<file path="config.mk">
export PLATFORM = sky130hd
export DESIGN_NAME = sertx_core
export DESIGN_NICKNAME = d
export VERILOG_FILES = /design/src/rtl/sertx_pkg.sv /design/src/rtl/sertx_fifo.sv /design/src/rtl/sertx_baud.sv /design/src/rtl/sertx_shifter.sv /design/src/rtl/sertx_core.sv
export SDC_FILE = /design/constraint.sdc
export NUM_CORES = 1
export LEC_CHECK = 0
export BUFFER_PORTS_ARGS = -buffer_cell sky130_fd_sc_hd__buf_4
export CAP_MARGIN = 25
export CORE_ASPECT_RATIO = 1.75
export CORE_MARGIN = 3
export CORE_UTILIZATION = 50
export DETAILED_ROUTE_END_ITERATION = 12
export GPL_ROUTABILITY_DRIVEN = 0
export PLACE_DENSITY_LB_ADDON = 0.2
export SLEW_MARGIN = 20
export SYNTH_ARGS = -nofsm -noshare
export SYNTH_HDL_FRONTEND = slang
export SYNTH_HIERARCHICAL = 1
export SYNTH_SLANG_ARGS = --single-unit
</file>
<file path="constraint.sdc">
create_clock -name clk -period 1.4 [get_ports clk]
set_input_delay 0.21 -clock clk [delete_from_list [all_inputs] [get_ports clk]]
set_output_delay 0.21 -clock clk [all_outputs]
set_load 0.01 [all_outputs]
</file>
<file path="src/rtl/sertx_pkg.sv">
package sertx_pkg;

  typedef enum logic [1:0] {
    PAR_NONE = 2'b00,
    PAR_EVEN = 2'b01,
    PAR_ODD  = 2'b10,
    PAR_RSVD = 2'b11
  } par_mode_e;

  // Control register layout: bit 3 two stop bits, bits 2:1 parity, bit 0 break
  typedef struct packed {
    logic      two_stop;
    par_mode_e parity;
    logic      brk;
  } ctrl_t;

  localparam logic [1:0] ADDR_DATA  = 2'd0;
  localparam logic [1:0] ADDR_STAT  = 2'd1;
  localparam logic [1:0] ADDR_CTRL  = 2'd2;
  localparam logic [1:0] ADDR_LEVEL = 2'd3;

endpackage

</file>
<file path="src/rtl/sertx_fifo.sv">
module sertx_fifo #(
  parameter int W     = 8,
  parameter int DEPTH = 8,
  localparam int LVL_W = $clog2(DEPTH)
) (
  input  logic             clk,
  input  logic             rst_n,
  input  logic             flush,
  input  logic             push,
  input  logic [W-1:0]     push_data,
  input  logic             pop,
  output logic [W-1:0]     pop_data,
  output logic             full,
  output logic             empty,
  output logic [LVL_W-1:0] level
);

  logic [W-1:0]     mem_q [DEPTH];
  logic [LVL_W-1:0] wr_q, wr_d, rd_q, rd_d;
  logic [LVL_W:0]   cnt_q, cnt_d;
  logic             do_push, do_pop;

  assign do_push = push & ~flush;
  assign do_pop  = pop & ~flush;

  always_comb begin
    wr_d  = wr_q;
    rd_d  = rd_q;
    cnt_d = cnt_q;
    if (flush) begin
      wr_d  = '0;
      rd_d  = '0;
      cnt_d = '0;
    end else begin
      if (do_push) wr_d = wr_q + 1'b1;
      if (do_pop)  rd_d = rd_q + 1'b1;
      case ({do_push, do_pop})
        2'b10:   cnt_d = cnt_q + 1'b1;
        2'b01:   cnt_d = cnt_q - 1'b1;
        default: cnt_d = cnt_q;
      endcase
    end
  end

  always_ff @(posedge clk or negedge rst_n) begin
    if (!rst_n) begin
      wr_q  <= '0;
      rd_q  <= '0;
      cnt_q <= '0;
    end else begin
      wr_q  <= wr_d;
      rd_q  <= rd_d;
      cnt_q <= cnt_d;
    end
  end

  always_ff @(posedge clk) begin
    if (do_push) mem_q[wr_q] <= push_data;
  end

  assign pop_data = mem_q[rd_q];
  assign full     = (cnt_q == (LVL_W+1)'(DEPTH));
  assign empty    = (cnt_q == '0);
  assign level    = cnt_q[LVL_W-1:0];

  // the write decode never offers data to a full store
  assert_push_not_full_R5: assert property (@(posedge clk) disable iff (!rst_n)
    push |-> !full);

  // the shifter only takes a character that is present
  assert_pop_not_empty_R9: assert property (@(posedge clk) disable iff (!rst_n)
    pop |-> !empty);

  // a flush cycle leaves the store empty
  assert_flush_empties_R8: assert property (@(posedge clk) disable iff (!rst_n)
    flush |=> empty);

endmodule

</file>
<file path="src/rtl/sertx_baud.sv">
module sertx_baud #(
  parameter int CLKS_PER_BIT = 16,
  localparam int CW = (CLKS_PER_BIT > 1) ? $clog2(CLKS_PER_BIT) : 1
) (
  input  logic clk,
  input  logic rst_n,
  input  logic run,
  output logic tick
);

  localparam logic [CW-1:0] LAST = CW'(CLKS_PER_BIT - 1);

  logic [CW-1:0] cnt_q, cnt_d;

  assign tick = run && (cnt_q == LAST);

  always_comb begin
    if (!run || tick) cnt_d = '0;
    else              cnt_d = cnt_q + 1'b1;
  end

  always_ff @(posedge clk or negedge rst_n) begin
    if (!rst_n) cnt_q <= '0;
    else        cnt_q <= cnt_d;
  end

endmodule

</file>
<file path="src/rtl/sertx_shifter.sv">
module sertx_shifter
  import sertx_pkg::*;
#(
  parameter int W = 8,
  localparam int FW = W + 4,
  localparam int BW = $clog2(FW + 1)
) (
  input  logic      clk,
  input  logic      rst_n,
  input  logic      abort,
  input  logic      avail,
  input  logic [W-1:0] data,
  input  par_mode_e par_mode,
  input  logic      two_stop,
  input  logic      tick,
  output logic      load,
  output logic      busy,
  output logic      txd_bit
);

  logic [FW-1:0] frame_q, frame_d, frame_new;
  logic [BW-1:0] left_q, left_d, len_new;
  logic          busy_q, busy_d;
  logic          par_en, par_bit;

  always_comb begin
    par_en  = (par_mode == PAR_EVEN) || (par_mode == PAR_ODD);
    par_bit = (^data) ^ (par_mode == PAR_ODD);
    frame_new        = '1;
    frame_new[0]     = 1'b0;
    frame_new[W:1]   = data;
    if (par_en) frame_new[W+1] = par_bit;
    len_new = BW'(W + 2) + BW'(par_en) + BW'(two_stop);
  end

  assign load = !busy_q && avail && !abort;

  always_comb begin
    frame_d = frame_q;
    left_d  = left_q;
    busy_d  = busy_q;
    if (abort) begin
      frame_d = '1;
      left_d  = '0;
      busy_d  = 1'b0;
    end else if (load) begin
      frame_d = frame_new;
      left_d  = len_new;
      busy_d  = 1'b1;
    end else if (busy_q && tick) begin
      frame_d = {1'b1, frame_q[FW-1:1]};
      left_d  = left_q - 1'b1;
      if (left_q == BW'(1)) busy_d = 1'b0;
    end
  end

  always_ff @(posedge clk or negedge rst_n) begin
    if (!rst_n) begin
      frame_q <= '1;
      left_q  <= '0;
      busy_q  <= 1'b0;
    end else begin
      frame_q <= frame_d;
      left_q  <= left_d;
      busy_q  <= busy_d;
    end
  end

  assign busy    = busy_q;
  assign txd_bit = busy_q ? frame_q[0] : 1'b1;

  // every frame opens with a low start bit
  assert_start_low_R2: assert property (@(posedge clk) disable iff (!rst_n)
    $rose(busy_q) |-> !txd_bit);

  // the final bit period of a frame is a high stop bit
  assert_last_bit_stop_R4: assert property (@(posedge clk) disable iff (!rst_n)
    (busy_q && tick && left_q == BW'(1)) |-> txd_bit);

endmodule

</file>
<file path="src/rtl/sertx_core.sv">
module sertx_core
  import sertx_pkg::*;
#(
  parameter int DATA_W       = 8,
  parameter int FIFO_DEPTH   = 8,
  parameter int CLKS_PER_BIT = 16
) (
  input  logic              clk,
  input  logic              rst_n,
  input  logic [1:0]        reg_addr,
  input  logic              reg_wr,
  input  logic [DATA_W-1:0] reg_wdata,
  output logic [DATA_W-1:0] reg_rdata,
  output logic              txd
);

  localparam int LVL_W = $clog2(FIFO_DEPTH);

  logic [1:0]       rst_pipe;
  logic             rst_n_int;
  ctrl_t            ctrl_q, ctrl_d;
  logic             ovr_q, ovr_d;
  logic             wr_data, wr_stat, wr_ctrl;
  logic             push, pop, full, empty, tick, busy, txd_bit;
  logic             tx_empty;
  logic [DATA_W-1:0] head;
  logic [LVL_W-1:0] level;

  // reset: asserted at once, released after two clock edges
  always_ff @(posedge clk or negedge rst_n) begin
    if (!rst_n) rst_pipe <= '0;
    else        rst_pipe <= {rst_pipe[0], 1'b1};
  end
  assign rst_n_int = rst_pipe[1];

  assign wr_data = reg_wr && (reg_addr == ADDR_DATA);
  assign wr_stat = reg_wr && (reg_addr == ADDR_STAT);
  assign wr_ctrl = reg_wr && (reg_addr == ADDR_CTRL);

  assign push = wr_data && !full && !ovr_q && !ctrl_q.brk;

  always_comb begin
    ctrl_d = wr_ctrl ? ctrl_t'(reg_wdata[3:0]) : ctrl_q;
    if (wr_stat) ovr_d = 1'b0;
    else         ovr_d = ovr_q | (wr_data && full && !ctrl_q.brk);
  end

  always_ff @(posedge clk or negedge rst_n_int) begin
    if (!rst_n_int) begin
      ctrl_q <= '0;
      ovr_q  <= 1'b0;
    end else begin
      ctrl_q <= ctrl_d;
      ovr_q  <= ovr_d;
    end
  end

  sertx_fifo #(.W(DATA_W), .DEPTH(FIFO_DEPTH)) u_fifo (
    .clk       (clk),
    .rst_n     (rst_n_int),
    .flush     (ctrl_q.brk),
    .push      (push),
    .push_data (reg_wdata),
    .pop       (pop),
    .pop_data  (head),
    .full      (full),
    .empty     (empty),
    .level     (level)
  );

  sertx_baud #(.CLKS_PER_BIT(CLKS_PER_BIT)) u_baud (
    .clk   (clk),
    .rst_n (rst_n_int),
    .run   (busy),
    .tick  (tick)
  );

  sertx_shifter #(.W(DATA_W)) u_shift (
    .clk      (clk),
    .rst_n    (rst_n_int),
    .abort    (ctrl_q.brk),
    .avail    (!empty),
    .data     (head),
    .par_mode (ctrl_q.parity),
    .two_stop (ctrl_q.two_stop),
    .tick     (tick),
    .load     (pop),
    .busy     (busy),
    .txd_bit  (txd_bit)
  );

  assign tx_empty = empty && !busy;
  assign txd      = !ctrl_q.brk && txd_bit;

  always_comb begin
    reg_rdata = '0;
    case (reg_addr)
      ADDR_STAT:  reg_rdata[2:0]       = {ovr_q, tx_empty, ~full};
      ADDR_CTRL:  reg_rdata[3:0]       = ctrl_q;
      ADDR_LEVEL: reg_rdata[LVL_W-1:0] = level;
      default:    reg_rdata            = '0;
    endcase
  end

  // overrun holds until a status-register write
  assert_overrun_sticky_R6: assert property (@(posedge clk) disable iff (!rst_n_int)
    (ovr_q && !wr_stat) |=> ovr_q);

  // a data write that meets a full store raises overrun
  assert_full_write_flags_R5: assert property (@(posedge clk) disable iff (!rst_n_int)
    (wr_data && full && !ctrl_q.brk) |=> ovr_q);

endmodule

</file>
==> results.py, run 1 <==
metrics = {
    "timing": {
        "fin_skew_ns": 0.0102,
        "fmax_mhz": 400,
        "rsz0062_at_grt": "true",
        "setup_viol": 92,
        "fin_crit_sh_pct": 179,
        "min_period_ns": 2.50,
        "holdWs_ns": 0.0947,
        "hold_viol": 0,
        "drv_slew": 0,
        "fin_ws_ns": -1.10,
        "fin_setup_tns_ns": -69.31,
    },
    "critical_path": {
        "start_kind": "flip-flop",
        "critPathTopFamily": "multiplexers",
        "arrival_ns": 2.77,
        "max_stage_delay_ns": 0.51,
        "crit_path_max_fanout": 7,
        "path_class": "flip-flop to flip-flop",
        "r2r_start": "u_fifo/rd_q[0]",
        "critical_path.startpoint": "u_fifo/rd_q[0]",
        "r2r_setup_slack_ns": -1.10,
        "critPathCaptureType": "flip-flop",
        "critPathSlowestCell": "mux4_2",
        "worstPathRequired_ns": 1.67,
        "path_cells": "buf_12, buf_8, mux4_2, mux2_4, xnor2_2, xnor3_1, xnor2_1, o32a_1",
        "critPathBufInv": 2,
    },
    "global_route": {
        "antenna_found_initial": 0,
        "grt_usage_pct": 20.2,
        "grt_max_degree": 35,
        "grt-ovfl-total": 0,
        "grt_pass1_wl_mm": 16.0,
        "grt_pass1_vias": 3115,
    },
    "synthesis": {
        "synthArstFlopShare_pct": 36.0,
        "avgSynthCellArea_um2": 14.8,
        "syn-instance-count": 315,
        "synth_edf_count": 64,
        "yosysUniqueCellTypes": 61,
        "synth_seq_cells": 100,
        "syn_area_mm2": 0.00468,
        "synth_flop_cell": "edfxtp_1",
        "yosys_warnings": 6,
        "ys_seq_area_share_pct": 60.6,
    },
    "drt": {
        "drt_first_pass_iters": 4,
        "viasPerCell": 5.52,
        "post_drt_wl_per_cell_um": 18.7,
        "drc": 0,
        "antenna_left": 0,
        "routed_wl_mm": 10.1,
        "num_vias": 2983,
        "drtIter0Drc": 143,
    },
    "layout": {
        "layout.nets": 437,
        "fin_area_mm2": 0.00649,
        "syn_to_final_growth_pct": 38.8,
        "final_cell_mix": "buf_4, edfxtp_1, dfrtp_1, buf_6, nor2_1",
        "antennaDiodeCount": 0,
        "finalNonFillerCells": 540,
        "layout_commonest_cell": "buf_4",
        "drive_gt1_share_pct": 54.0,
    },
    "min_path": {
        "hp-start": "reg_wdata[4]",
        "min_path_type": "input pin to flip-flop",
    },
    "clock_network": {
        "insertion_delay_ns": 0.35,
        "cts_tree": "done",
        "cts-root-buf": "clkbuf_16",
        "cts_htree_levels": 3,
        "path_clk_slew_ns": 0.08,
        "ctsLongestPathBuffers": 2,
        "cts_made_buffers": 9,
        "cts_sinks": 100,
    },
    "power_and_ir_drop": {
        "p_sw_share_pct": 32.3,
        "sequentialPowerShare_pct": 37.0,
        "power_switching_w": 0.00338,
        "p_comb_share_pct": 38.8,
        "power_per_cell_area_mw_per_mm2": 1610,
        "ir_drop_mv": 1.42,
        "pwr-share-clk_pct": 24.2,
        "p_int_w": 0.00709,
        "finalPower_w": 0.0105,
        "leakagePower_nw": 2.48,
    },
    "die": {
        "row_count": 46,
        "chipWidth_um": 79.1,
        "dieArea_mm2": 0.0106,
        "ioPinCount": 22,
        "start_util_pct": 51.4,
        "die_y_um": 134,
        "core_area_mm2": 0.00909,
    },
    "place": {
        "dp.cells": 493,
        "numPortBuffers": 17,
        "placed_area_mm2": 0.00552,
        "dp_hpwl_mm": 6.36,
    },
    "run_status": {
        "status": "finished with violations",
        "violations": "setup timing",
    },
    "job": {
        "drv_cap": 0,
    },
}
==> per-layer routing <==
layer,up-vias,share of wire (%),track usage (%)
met3,15,2.5,3.49
li1,1389,-,-
met4,0,1.6,6.79
met2,61,57,37.1
met5,-,0,0
met1,1518,39,23.5
==> Yosys cell counts (all sizes together) (3+ instances only) <==
| cell | count | area, um^2 |
|---|---|---|
| mux2 | 14 | 158 |
| nand3b | 4 | 30.0 |
| a211oi | 3 | 22.5 |
| mux4 | 16 | 420 |
| mux2i | 3 | 30.0 |
| nand3 | 3 | 15.0 |
| nand2 | 6 | 22.5 |
| and2 | 3 | 18.8 |
| xnor2 | 9 | 86.3 |
| o21ai | 3 | 15.0 |
| nor4 | 3 | 18.8 |
| nor2b | 3 | 18.8 |
| ha | 9 | 113 |
| nor2 | 28 | 105 |
| buf | 16 | 136 |
| edfxtp | 64 | 1920 |
| xor2 | 6 | 52.6 |
| o2bb2ai | 8 | 70.1 |
| nand2b | 7 | 53.8 |
| dfstp | 10 | 263 |
| a21oi | 11 | 55.1 |
| nor3 | 11 | 55.1 |
| dfrtp | 26 | 651 |
| inv | 10 | 37.5 |
| clkbuf | 7 | 26.3 |
==> power by group through the flow <==
| stage | logic [W] | registers, W | clock network [W] |
|---|---|---|---|
| finish | 0.00406 | 0.00387 | 0.00253 |
| global route | 0.00436 | 0.00391 | 0.00270 |
| CTS | 0.00361 | 0.00385 | 0.00256 |
| detailed placement | 0.00297 | 0.00387 | 0 |
| global placement | 0.00287 | 0.00387 | 0 |
| floorplan | 0.00210 | 0.00385 | 0 |
==> state kept, by name, summed over array words and instances (netlist names), 2 cells and up <==
name	flops
ctrl_q	4
u_shift/left_q	4
u_fifo/cnt_q	4
u_fifo/mem_q	64
u_fifo/rd_q	3
u_fifo/wr_q	3
rst_pipe	2
u_shift/frame_q	10
u_baud/cnt_q	4
==> timing repair <==
action | in CTS | in global routing
hold buffers | 1 | 0
gates resized for setup | 59 | 33
hold endpoints to repair | 2 | 0
pin swaps | 19 | 21
buffers inserted | 15 | 16
setup endpoints to repair | 93 | 94
cloned | 1 | 0
==> final timing paths <==
path	end	cells past startpoint
max	u_shift/frame_q[9]	8
min in group asynchronous	rst_pipe[1]	2
max reg2reg	u_shift/frame_q[9]	8
max in group asynchronous	u_shift/frame_q[0]	1
min	u_fifo/mem_q[4][4]	1
min reg2reg	u_fifo/wr_q[1]	1
==> per-stage QoR <==
| step | worst slack, ns | utilization, % |
|---|---|---|
| after global routing | -1.16 | 71.4 |
| after global placement | -1.01 | 60.7 |
| after detailed placement | -1.12 | 60.7 |
| after CTS | -1.07 | 68.7 |
| final | -1.10 | 71.4 |
| after floorplan | -1.17 | - |
==> final cells by class <==
| cell class | count | area, um^2 |
|---|---|---|
| clock inverters | 7 | 78.8 |
| well taps | 120 | 150 |
| fillers | 608 | 2610 |
| repair buffers | 109 | 1070 |
| clock buffers | 9 | 225 |
| inverters | 10 | 40.0 |
| flip-flops and latches | 100 | 2840 |
| multi-input cells | 185 | 2090 |
==> logic make-up (layout without fill, tap and decap cells) <==
group	count (synthesis)	count (layout)	synth area share (%)
AND/OR/NAND/NOR	80	80	9.39
buffers and inverters	33	135	4.28
XOR/XNOR	16	16	3.45
flip-flops	100	100	60.6
other	2	5	0.161
multiplexers	33	33	13.0
adder cells (fa/ha/maj)	9	9	2.41
AO/OA/AOI/OAI	42	42	6.66
Note: power is estimated with default switching activity, not from simulation.
==> inputs of run 2 (changes only) <==
--- a/config.mk
+++ b/config.mk
@@ -7,9 +7,11 @@
 export LEC_CHECK = 0
 export BUFFER_PORTS_ARGS = -buffer_cell sky130_fd_sc_hd__buf_4
 export CAP_MARGIN = 25
+export CELL_PAD_IN_SITES_DETAIL_PLACEMENT = 2
+export CELL_PAD_IN_SITES_GLOBAL_PLACEMENT = 2
 export CORE_ASPECT_RATIO = 1.75
 export CORE_MARGIN = 3
-export CORE_UTILIZATION = 50
+export CORE_UTILIZATION = 40
 export DETAILED_ROUTE_END_ITERATION = 12
 export GPL_ROUTABILITY_DRIVEN = 0
 export PLACE_DENSITY_LB_ADDON = 0.2
==> run 2 against run 1 <==
Compared with the run above: the run still ends with setup timing left; via count increased by 5.1%; sequential power is 3% higher; global-route usage is 2.1 points higher; clock power hardly changed; flip-flop and latch count unchanged; count of clock-buffer cells in the layout is the same; critical path depth up 3; clock skew shrank 0.0018 ns; critical path type unchanged; largest power group unchanged.
==> results.py, run 2 (synthesized netlist as in run 1, its figures left out) <==
metrics = {
    "critical_path": {
        "path_class": "flip-flop to flip-flop",
        "worstPathRequired_ns": 1.65,
        "start_kind": "flip-flop",
        "crit_path_max_fanout": 3,
        "critPathCaptureType": "flip-flop",
        "arrival_ns": 2.91,
    },
    "timing": {
        "fmax_mhz": 376,
        "fin_setup_tns_ns": -92.54,
        "worst_pin_slew_ns": 0.504,
        "fin_ws_ns": -1.26,
        "rsz0062_at_grt": "true",
        "hold_viol": 0,
        "fin_skew_ns": 0.00835,
        "setup_viol": 93,
        "min_period_ns": 2.66,
        "drv_slew": 0,
        "slew_headroom_pct": 66.4,
        "holdWs_ns": 0.0913,
        "fin_crit_sh_pct": 190,
    },
    "die": {
        "ioPinCount": 22,
        "die_y_um": 149,
        "core_area_mm2": 0.0113,
        "chipWidth_um": 87.7,
        "start_util_pct": 41.4,
        "row_count": 51,
        "dieArea_mm2": 0.0131,
    },
    "clock_network": {
        "ctsLongestPathBuffers": 2,
        "insertion_delay_ns": 0.34,
        "cts_htree_levels": 3,
        "cts_sinks": 100,
        "cts-root-buf": "clkbuf_16",
        "path_clk_slew_ns": 0.08,
        "cts_tree": "done",
        "cts_made_buffers": 9,
    },
    "global_route": {
        "grt_pass1_wl_mm": 21.3,
        "antenna_found_initial": 0,
        "met2_usage_pct": 41.5,
        "use_met1_pct": 26.3,
        "top_usage_layer": "met2",
        "grt_use_met3_pct": 2.76,
        "grt-ovfl-total": 0,
        "grt_max_degree": 35,
        "grt_usage_pct": 22.4,
        "grt_pass1_vias": 3540,
    },
    "place": {
        "preCtsSetupSlack_ns": -1.17,
        "numPortBuffers": 17,
        "placed_area_mm2": 0.00559,
        "dp_hpwl_mm": 8.13,
    },
    "power_and_ir_drop": {
        "sequentialPowerShare_pct": 33.5,
        "p_comb_share_pct": 45.3,
        "p_sw_share_pct": 35.3,
        "finalPower_w": 0.0119,
        "power_per_cell_area_mw_per_mm2": 1730,
        "p_int_w": 0.00769,
        "pwr-share-clk_pct": 21.3,
        "power_switching_w": 0.00420,
        "leakagePower_nw": 2.62,
        "ir_drop_mv": 1.04,
    },
    "layout": {
        "largest_register": "u_fifo/mem_q",
        "syn_to_final_growth_pct": 47.4,
        "antennaDiodeCount": 0,
        "largest_reg_flops": 64,
        "drive_gt1_share_pct": 60.0,
        "nFillCells": 952,
        "layout_commonest_cell": "buf_4",
        "top_regs": "u_fifo/mem_q (64), u_shift/frame_q (10)",
        "fin_area_mm2": 0.00689,
        "final_cell_mix": "buf_4, edfxtp_1, buf_6",
        "layout.nets": 449,
    },
    "drt": {
        "viasPerCell": 5.56,
        "drtIter0Drc": 166,
        "num_vias": 3135,
        "post_drt_wl_per_cell_um": 26.6,
        "drt_first_pass_iters": 4,
        "antenna_left": 0,
        "drc": 0,
        "routed_wl_mm": 15.0,
    },
    "run_status": {
        "status": "finished with violations",
        "violations": "setup timing",
    },
    "min_path": {
        "min_path_type": "input pin to flip-flop",
    },
    "job": {
        "drv_cap": 0,
    },
}
-- run 2: changes by cell type in the layout (fill, tap and decap cells not counted), sizes merged --
cell / previous run / this run
buf: 107 / 119
inv: 16 / 15
clkinv: 1 / 2
-- run 2: per-layer routing --
layer,vias up,wire length (um)
met3,20,278
met5,-,0
met1,1655,5630
li1,1412,-
met4,0,284
met2,48,8840
-- run 2: through the flow --
stage,instances,utilization (%)
floorplan,318,-
global placement,508,49.5
detailed placement,508,49.5
CTS,545,57.1
global route,564,61.0
finish,564,61.0
-- run 2: final cells by class --
class / count / area (um^2) / area share [%]
clock buffers: 9 / 225 / 3.27
clock inverters: 7 / 81.3 / 1.18
multi-input cells: 185 / 2270 / 32.9
well taps: 132 / 165 / 2.40
repair buffers: 121 / 1270 / 18.5
flip-flops and latches: 100 / 2840 / 41.2
inverters: 10 / 40.0 / 0.581
-- run 2: path summary, 6_finish.rpt --
check,startpoint,endpoint,slack (ns),cells past startpoint
max,u_fifo/cnt_q[3],u_fifo/cnt_q[2],-1.26,11
min,reg_wdata[5],u_fifo/mem_q[7][5],0.09,1
min in group asynchronous,rst_n,rst_pipe[1],0.18,2
max reg2reg,u_fifo/cnt_q[3],u_fifo/cnt_q[2],-1.26,11
min reg2reg,rst_pipe[1],u_fifo/wr_q[0],0.33,1
max in group asynchronous,rst_pipe[1],u_shift/frame_q[9],0.70,1
-- run 2: power by group through the flow --
stage / logic [W] / clock network [W] / registers (W)
after floorplan: 0.00210 / 0 / 0.00385
after global placement: 0.00299 / 0 / 0.00387
after detailed placement: 0.00316 / 0 / 0.00388
after CTS: 0.00404 / 0.00260 / 0.00387
after global routing: 0.00571 / 0.00271 / 0.00402
final: 0.00538 / 0.00253 / 0.00398
-- run 2: what timing repair did --
action,in CTS,in global routing
buffers inserted,19,25
setup endpoints to repair,94,94
endpoints found under the hold margin,2,0
pin swaps,18,24
gates cloned,2,0
resized for setup,87,63
hold buffers,1,0
-- run 2: worst max-delay path, stage by stage, from the launching register on --
cell	delay, ns
dfrtp_1	0.42
inv_2	0.10
nor4_4	0.05
or4b_1	0.53
nor3_2	0.16
buf_4	0.17
nor3_4	0.05
xor2_1	0.22
ha_2	0.23
nor2_1	0.07
a211o_1	0.29
a221oi_2	0.28
